### src/rtl/adcseq_pkg.sv
package adcseq_pkg;

  typedef enum logic [1:0] {
    REF_PIN      = 2'b00,
    REF_SUPPLY   = 2'b01,
    REF_RSVD     = 2'b10,
    REF_INTERNAL = 2'b11
  } ref_sel_e;

  function automatic logic ref_is_legal(input logic [1:0] code);
    return code != REF_RSVD;
  endfunction

endpackage

### src/rtl/adcseq_sel_latch.sv
module adcseq_sel_latch
  import adcseq_pkg::*;
#(
  parameter int CH_W = 4
) (
  input  logic            clk,
  input  logic            rst,
  input  logic            hold_wr,
  input  logic [CH_W-1:0] hold_chan,
  input  logic [1:0]      hold_ref,
  input  logic            copy_en,
  output logic [CH_W-1:0] held_chan,
  output logic [CH_W-1:0] live_chan,
  output logic [1:0]      live_ref
);

  logic [1:0] held_ref;

  always_ff @(posedge clk) begin
    if (rst) begin
      held_chan <= '0;
      held_ref  <= REF_PIN;
    end else if (hold_wr && ref_is_legal(hold_ref)) begin
      held_chan <= hold_chan;
      held_ref  <= hold_ref;
    end
  end

  always_ff @(posedge clk) begin
    if (rst) begin
      live_chan <= '0;
      live_ref  <= REF_PIN;
    end else if (copy_en) begin
      live_chan <= held_chan;
      live_ref  <= held_ref;
    end
  end

endmodule

### src/rtl/adcseq_timer.sv
module adcseq_timer #(
  parameter int N_NORM = 13,
  parameter int N_EXT  = 25,
  parameter int CNT_W  = 5
) (
  input  logic             clk,
  input  logic             rst,
  input  logic             en,
  input  logic             start_wr,
  input  logic             free_run,
  output logic             busy,
  output logic             ext,
  output logic [CNT_W-1:0] cnt,
  output logic             last
);

  localparam logic [CNT_W-1:0] LEN_N = CNT_W'(N_NORM);
  localparam logic [CNT_W-1:0] LEN_E = CNT_W'(N_EXT);
  localparam logic [CNT_W-1:0] ONE   = CNT_W'(1);

  logic first_q;
  logic [CNT_W-1:0] len_now;

  assign len_now = ext ? LEN_E : LEN_N;
  assign last    = busy && (cnt == len_now);

  always_ff @(posedge clk) begin
    if (rst || !en) begin
      busy    <= 1'b0;
      ext     <= 1'b0;
      cnt     <= '0;
      first_q <= 1'b1;
    end else if (!busy) begin
      if (start_wr) begin
        busy    <= 1'b1;
        cnt     <= ONE;
        ext     <= first_q;
        first_q <= 1'b0;
      end
    end else if (last) begin
      ext <= 1'b0;
      if (free_run) begin
        cnt <= ONE;
      end else begin
        busy <= 1'b0;
        cnt  <= '0;
      end
    end else begin
      cnt <= cnt + ONE;
    end
  end

endmodule

### src/rtl/adcseq_sh_gen.sv
module adcseq_sh_gen #(
  parameter int SH_NORM = 2,
  parameter int SH_EXT  = 14,
  parameter int CNT_W   = 5
) (
  input  logic             clk,
  input  logic             rst,
  input  logic             busy,
  input  logic             ext,
  input  logic [CNT_W-1:0] cnt,
  output logic             sh_strobe
);

  localparam logic [CNT_W-1:0] AT_N = CNT_W'(SH_NORM);
  localparam logic [CNT_W-1:0] AT_E = CNT_W'(SH_EXT);

  logic [CNT_W-1:0] at_now;
  assign at_now = ext ? AT_E : AT_N;

  // Launched mid-cycle to place the sampling point half a cycle in.
  always_ff @(negedge clk) begin
    if (rst) sh_strobe <= 1'b0;
    else     sh_strobe <= busy && (cnt == at_now);
  end

endmodule

### src/rtl/adcseq_top.sv
module adcseq_top #(
  parameter int CH_W    = 4,
  parameter int N_NORM  = 13,
  parameter int N_EXT   = 25,
  parameter int SH_NORM = 2,
  parameter int SH_EXT  = 14
) (
  input  logic            clk,
  input  logic            rst,
  input  logic            en,
  input  logic            free_run,
  input  logic            start_wr,
  input  logic            flag_clr,
  input  logic            hold_wr,
  input  logic [CH_W-1:0] hold_chan,
  input  logic [1:0]      hold_ref,
  output logic            busy,
  output logic            conv_ext,
  output logic            sh_strobe,
  output logic            done_flag,
  output logic [CH_W-1:0] live_chan,
  output logic [1:0]      live_ref
);

  localparam int LONGEST = (N_EXT > N_NORM) ? N_EXT : N_NORM;
  localparam int CNT_W   = $clog2(LONGEST + 1);

  logic [CNT_W-1:0] cyc_cnt;
  logic             last_cyc;
  logic [CH_W-1:0]  hold_chan_q;

  adcseq_timer #(.N_NORM(N_NORM), .N_EXT(N_EXT), .CNT_W(CNT_W)) u_timer (
    .clk(clk), .rst(rst), .en(en), .start_wr(start_wr), .free_run(free_run),
    .busy(busy), .ext(conv_ext), .cnt(cyc_cnt), .last(last_cyc)
  );

  adcseq_sh_gen #(.SH_NORM(SH_NORM), .SH_EXT(SH_EXT), .CNT_W(CNT_W)) u_sh (
    .clk(clk), .rst(rst), .busy(busy), .ext(conv_ext), .cnt(cyc_cnt),
    .sh_strobe(sh_strobe)
  );

  adcseq_sel_latch #(.CH_W(CH_W)) u_sel (
    .clk(clk), .rst(rst), .hold_wr(hold_wr), .hold_chan(hold_chan),
    .hold_ref(hold_ref), .copy_en(!busy || last_cyc),
    .held_chan(hold_chan_q), .live_chan(live_chan), .live_ref(live_ref)
  );

  always_ff @(posedge clk) begin
    if (rst)                  done_flag <= 1'b0;
    else if (last_cyc && en)  done_flag <= 1'b1;
    else if (flag_clr)        done_flag <= 1'b0;
  end

endmodule

### config.mk
export PLATFORM = sky130hd
export DESIGN_NAME = adcseq_top
export DESIGN_NICKNAME = d
export VERILOG_FILES = /design/src/rtl/adcseq_pkg.sv /design/src/rtl/adcseq_sel_latch.sv /design/src/rtl/adcseq_timer.sv /design/src/rtl/adcseq_sh_gen.sv /design/src/rtl/adcseq_top.sv
export SDC_FILE = /design/constraint.sdc
export NUM_CORES = 1
export LEC_CHECK = 0
export CAP_MARGIN = 5
export CORE_UTILIZATION = 60
export DETAILED_ROUTE_END_ITERATION = 12
export DONT_BUFFER_PORTS = 1
export PLACE_DENSITY = 0.77
export SETUP_SLACK_MARGIN = 0.3
export SLEW_MARGIN = 5
export SYNTH_ARGS = -nofsm -noshare
export SYNTH_HDL_FRONTEND = slang
export SYNTH_SLANG_ARGS = --single-unit
### constraint.sdc
create_clock -name clk -period 1.7 [get_ports clk]
set_input_delay 0.085 -clock clk [delete_from_list [all_inputs] [get_ports clk]]
set_output_delay 0.085 -clock clk [all_outputs]
set_load 0.05 [all_outputs]
# --- Yosys cells after proc, flatten, opt, wreduce, memory -nomap -nowiden ---
# Cells that the tools add are included.
totals:
  input_bits: 13
  register_bits: 22
classes:
  addsub: 1
  reduce_logical: 12
  bitwise_logic: 1
  muxes: 15
  eq_ne: 4
ops:
  columns: ["operator", "n"]
  rows:
  - ["$mux W5", 4]
  - ["$eq A5 B5 Y1", 2]
  - ["$mux W1", 10]
  - ["$add A5 B1 Y5 const B", 1]
  - ["$logic_and A1 B1 Y1", 4]
  - ["$mux W4", 1]
  - ["$ne A2 B2 Y1 const B", 2]
  - ["$reduce_and A2 Y1", 2]
  - ["$reduce_bool A2 Y1", 2]
  - ["$logic_not A1 Y1", 2]
  - ["$logic_or A1 B1 Y1", 2]
  - ["$not A1 Y1", 1]

# --- Longest topological paths before layout ---
logic_depth:
  depth_word: 5
  ltp_mapped: 6
  mapped_depth_nobuf: 6

# --- Modules after synthesis ---
# Synthesis repeated with hierarchy kept, for this count alone.
hier_totals:
  cells_unflattened: 104
  area_unflattened_um2: 1001.0
modules_own_cells:
  columns: ["module", "area_per_inst_um2", "cells_each", "instances", "seq_area_each_um2"]
  rows:
  - ["adcseq_sel_latch", 478.0, 46, 1, 240.2]
  - ["adcseq_timer", 417.9, 47, 1, 160.2]
  - ["adcseq_sh_gen", 60.1, 6, 1, 20.0]
  - ["adcseq_top", 45.0, 5, 1, 20.0]

==> results.sh <==
export IMPL_critPathMaxFanout=2
export IMPL_antenna_found_initial=0
export IMPL_place_congestion=0.772
export IMPL_wire_per_inst_um=21.6
export IMPL_synth_most_common_cell="dfxtp_1"
export IMPL_gr_total_overflow=0
export IMPL_hold_viol=0
export IMPL_cts_tree="yes"
export IMPL_crit_arrival_ps=1360
export IMPL_syn_nets=130
export IMPL_synthCells=114
export IMPL_wl_um=3390
export IMPL_grt_total_usage_pct=31.6
export IMPL_fin_area_um2=1470
export IMPL_place_area_um2=1140
export IMPL_reg2reg_slack_ps=-240
export IMPL_end_kind="flip-flop"
export IMPL_core_area_um2=1580
export IMPL_syn_area_um2=1050
export IMPL_cp_start_kind="flip-flop"
export IMPL_ctsLongestPathBuffers=2
export IMPL_fp_dieW_um=43.9
export IMPL_start_util_pct=66.8
export IMPL_drtAntennaViolNets=0
export IMPL_yosysTopAreaCell="dfxtp_1"
export IMPL_reg2reg_to="u_sh.sh_strobe"
export IMPL_areaGrowthSynthToFinish_pct=39.3
export IMPL_drive_gt1_share_pct=30.5
export IMPL_ys_seq_area_share_pct=41.8
export IMPL_worstMarginPinSlew_ps=620
export IMPL_final_nets=158
export IMPL_setup_viol=2
export IMPL_drtPass1Iterations=8
export IMPL_synth_area_top_cells="dfxtp_1 (42%), nand4b_1 (7.5%), nand2b_1 (4.8%)"
export IMPL_dr_first_iter_drc_count=73
export IMPL_rr_worst_depth=2
export IMPL_die_h_um=43.9
export IMPL_path_class="flip-flop to flip-flop"
export IMPL_leakagePower_nw=0.587
export IMPL_fin_total_pwr_mw=1.01
export IMPL_dpl_hpwl_um=1520
export IMPL_violations="DRC, setup timing"
export IMPL_drc=1
export IMPL_crit_start="u_timer.cnt[2]"
export IMPL_ios=23
export IMPL_numPortBuffers=0
export IMPL_vias_per_cell=6.57
export IMPL_report_final_slew_viol_count=0
export IMPL_path_clk_slew_ps=120
export IMPL_setup_slack_ps=-240
export IMPL_power_density_nw_per_um2=690
export IMPL_grt_max_degree=23
export IMPL_maxCapViolCount=0
export IMPL_synth_cell_types=30
export IMPL_cts_root_buffer="clkbuf_4"
export IMPL_skew_ps=66.0
export IMPL_design_die_area_um2=1930
export IMPL_ir_drop_uv=1110
export IMPL_r2r_start="u_timer.cnt[2]"
export IMPL_rsz0062_at_grt="true"
export IMPL_ys_ff_latch=22
export IMPL_synth_edff_count=0
export IMPL_rows=14
export IMPL_vias=1031
export IMPL_slew_headroom_pct=58.5
export IMPL_n_antenna_cell=0
export IMPL_crit_path_end="u_sh.sh_strobe"
export IMPL_numCtsBuffers=3
export IMPL_synth_area_per_cell_um2=9.24
export IMPL_clk_latency_ps=380
export IMPL_grt_pass1_vias=1026
export IMPL_synthArstFlopShare_pct=0
export IMPL_h_tree_depth=1
export IMPL_status="complete, but fails checks"
export IMPL_clock_sinks=22
export IMPL_critPathRequiredTime_ps=1130
export IMPL_grt_pass1_wl_um=4420
export IMPL_worstHoldPathType="input port to flip-flop"
export IMPL_yosysWarningCount=0
export IMPL_yosys_top_cells_count="dfxtp_1 (22), nand4b_1 (9), nor2_1 (9)"
export IMPL_synthFlopType="dfxtp_1"
export IMPL_synth_top_area_share_pct=41.8
-- per-layer routing --
metal	GRT usage (%)	routed length [um]	vias up
met2	55.5	1700	62
met4	12.7	102	0
li1	-	-	458
met1	35.6	1310	495
met5	0	0	-
met3	9.58	274	16
-- through the flow --
step | instances | TNS [ps] | utilization [%] | setup WS (ps) | hold WS [ps]
CTS | 156 | -288 | 87.9 | -212 | 5.72
floorplan | 114 | -313 | - | -313 | 224
global placement | 139 | -219 | 72.5 | -219 | 160
detailed placement | 139 | -271 | 72.5 | -271 | 160
finish | 157 | -340 | 93.1 | -240 | 45.3
global route | 157 | -393 | 93.1 | -244 | 44.9
-- cell usage in the layout (no fill, tap or decap), types with 2 or more instances in the layout --
master / n
nor2_1: 9
dlygate4sd3_1: 12
ha_1: 2
buf_6: 7
nor3b_4: 2
dfxtp_1: 19
clkbuf_4: 3
nand4b_1: 9
nand3_1: 3
buf_4: 11
nor3_1: 2
nand2b_1: 8
inv_1: 7
a21o_1: 3
dfxtp_2: 3
o21ai_1: 6
mux2i_1: 4
nand2_1: 4
a21oi_1: 4
-- sequential cells by signal, indices dropped and copies added (netlist names) --
register,flops
u_sel.live_chan,4
done_flag,1
u_sel.held_chan,4
u_sel.held_ref,2
u_timer.busy,1
u_timer.ext,1
u_sh.sh_strobe,1
u_sel.live_ref,2
u_timer.cnt,5
u_timer.first_q,1
-- worst min-delay path by stage --
stage                startpoint                  to  cells after the start
CTS                    start_wr      u_timer.cnt[4]                      3
global route           start_wr      u_timer.cnt[1]                      3
detailed placement          rst           done_flag                      1
global placement            rst  u_sel.held_chan[0]                      1
floorplan           hold_ref[0]   u_sel.held_ref[0]                      2
finish                       en           done_flag                      3
-- kinds of logic (layout without fill, tap and decap cells) --
kind of cell / count (synthesis) / after routing / synth area share (%)
muxes: 4 / 4 / 3.80
and+or+nand+nor: 47 / 47 / 27.6
DFF: 22 / 22 / 41.8
AOI/OAI and AO/OA: 23 / 23 / 15.0
adders and majority gates: 3 / 3 / 3.56
buffers and inverters: 15 / 42 / 8.31
-- critical path, stage by stage, from the launching register on --
cell       delay, ps
dfxtp_2          350
or3_4            390
a2111oi_4        300
-- final cells by class --
class                   count  area [um2]
well taps                  16        20.0
fillers                    60         109
flip-flops and latches     22         444
inverters                   6        22.5
clock inverters             1        3.75
repair buffers             31         302
multi-input cells          77         639
clock buffers               4        36.3
-- report_power, final --
group | leakage (nW) | internal [mW] | switching (mW)
registers | 0.181 | 0.535 | 0.0154
logic | 0.380 | 0.0698 | 0.0899
clock network | 0.0263 | 0.134 | 0.169
-- timing repair --
item,in CTS,in global routing
gates resized for setup,26,12
endpoints found under the setup margin,16,17
endpoints found under the hold margin,15,2
hold buffers,12,1
pin swaps,12,7
gates cloned,0,0
buffers inserted,1,1
Power figures use the tool's default switching activity.
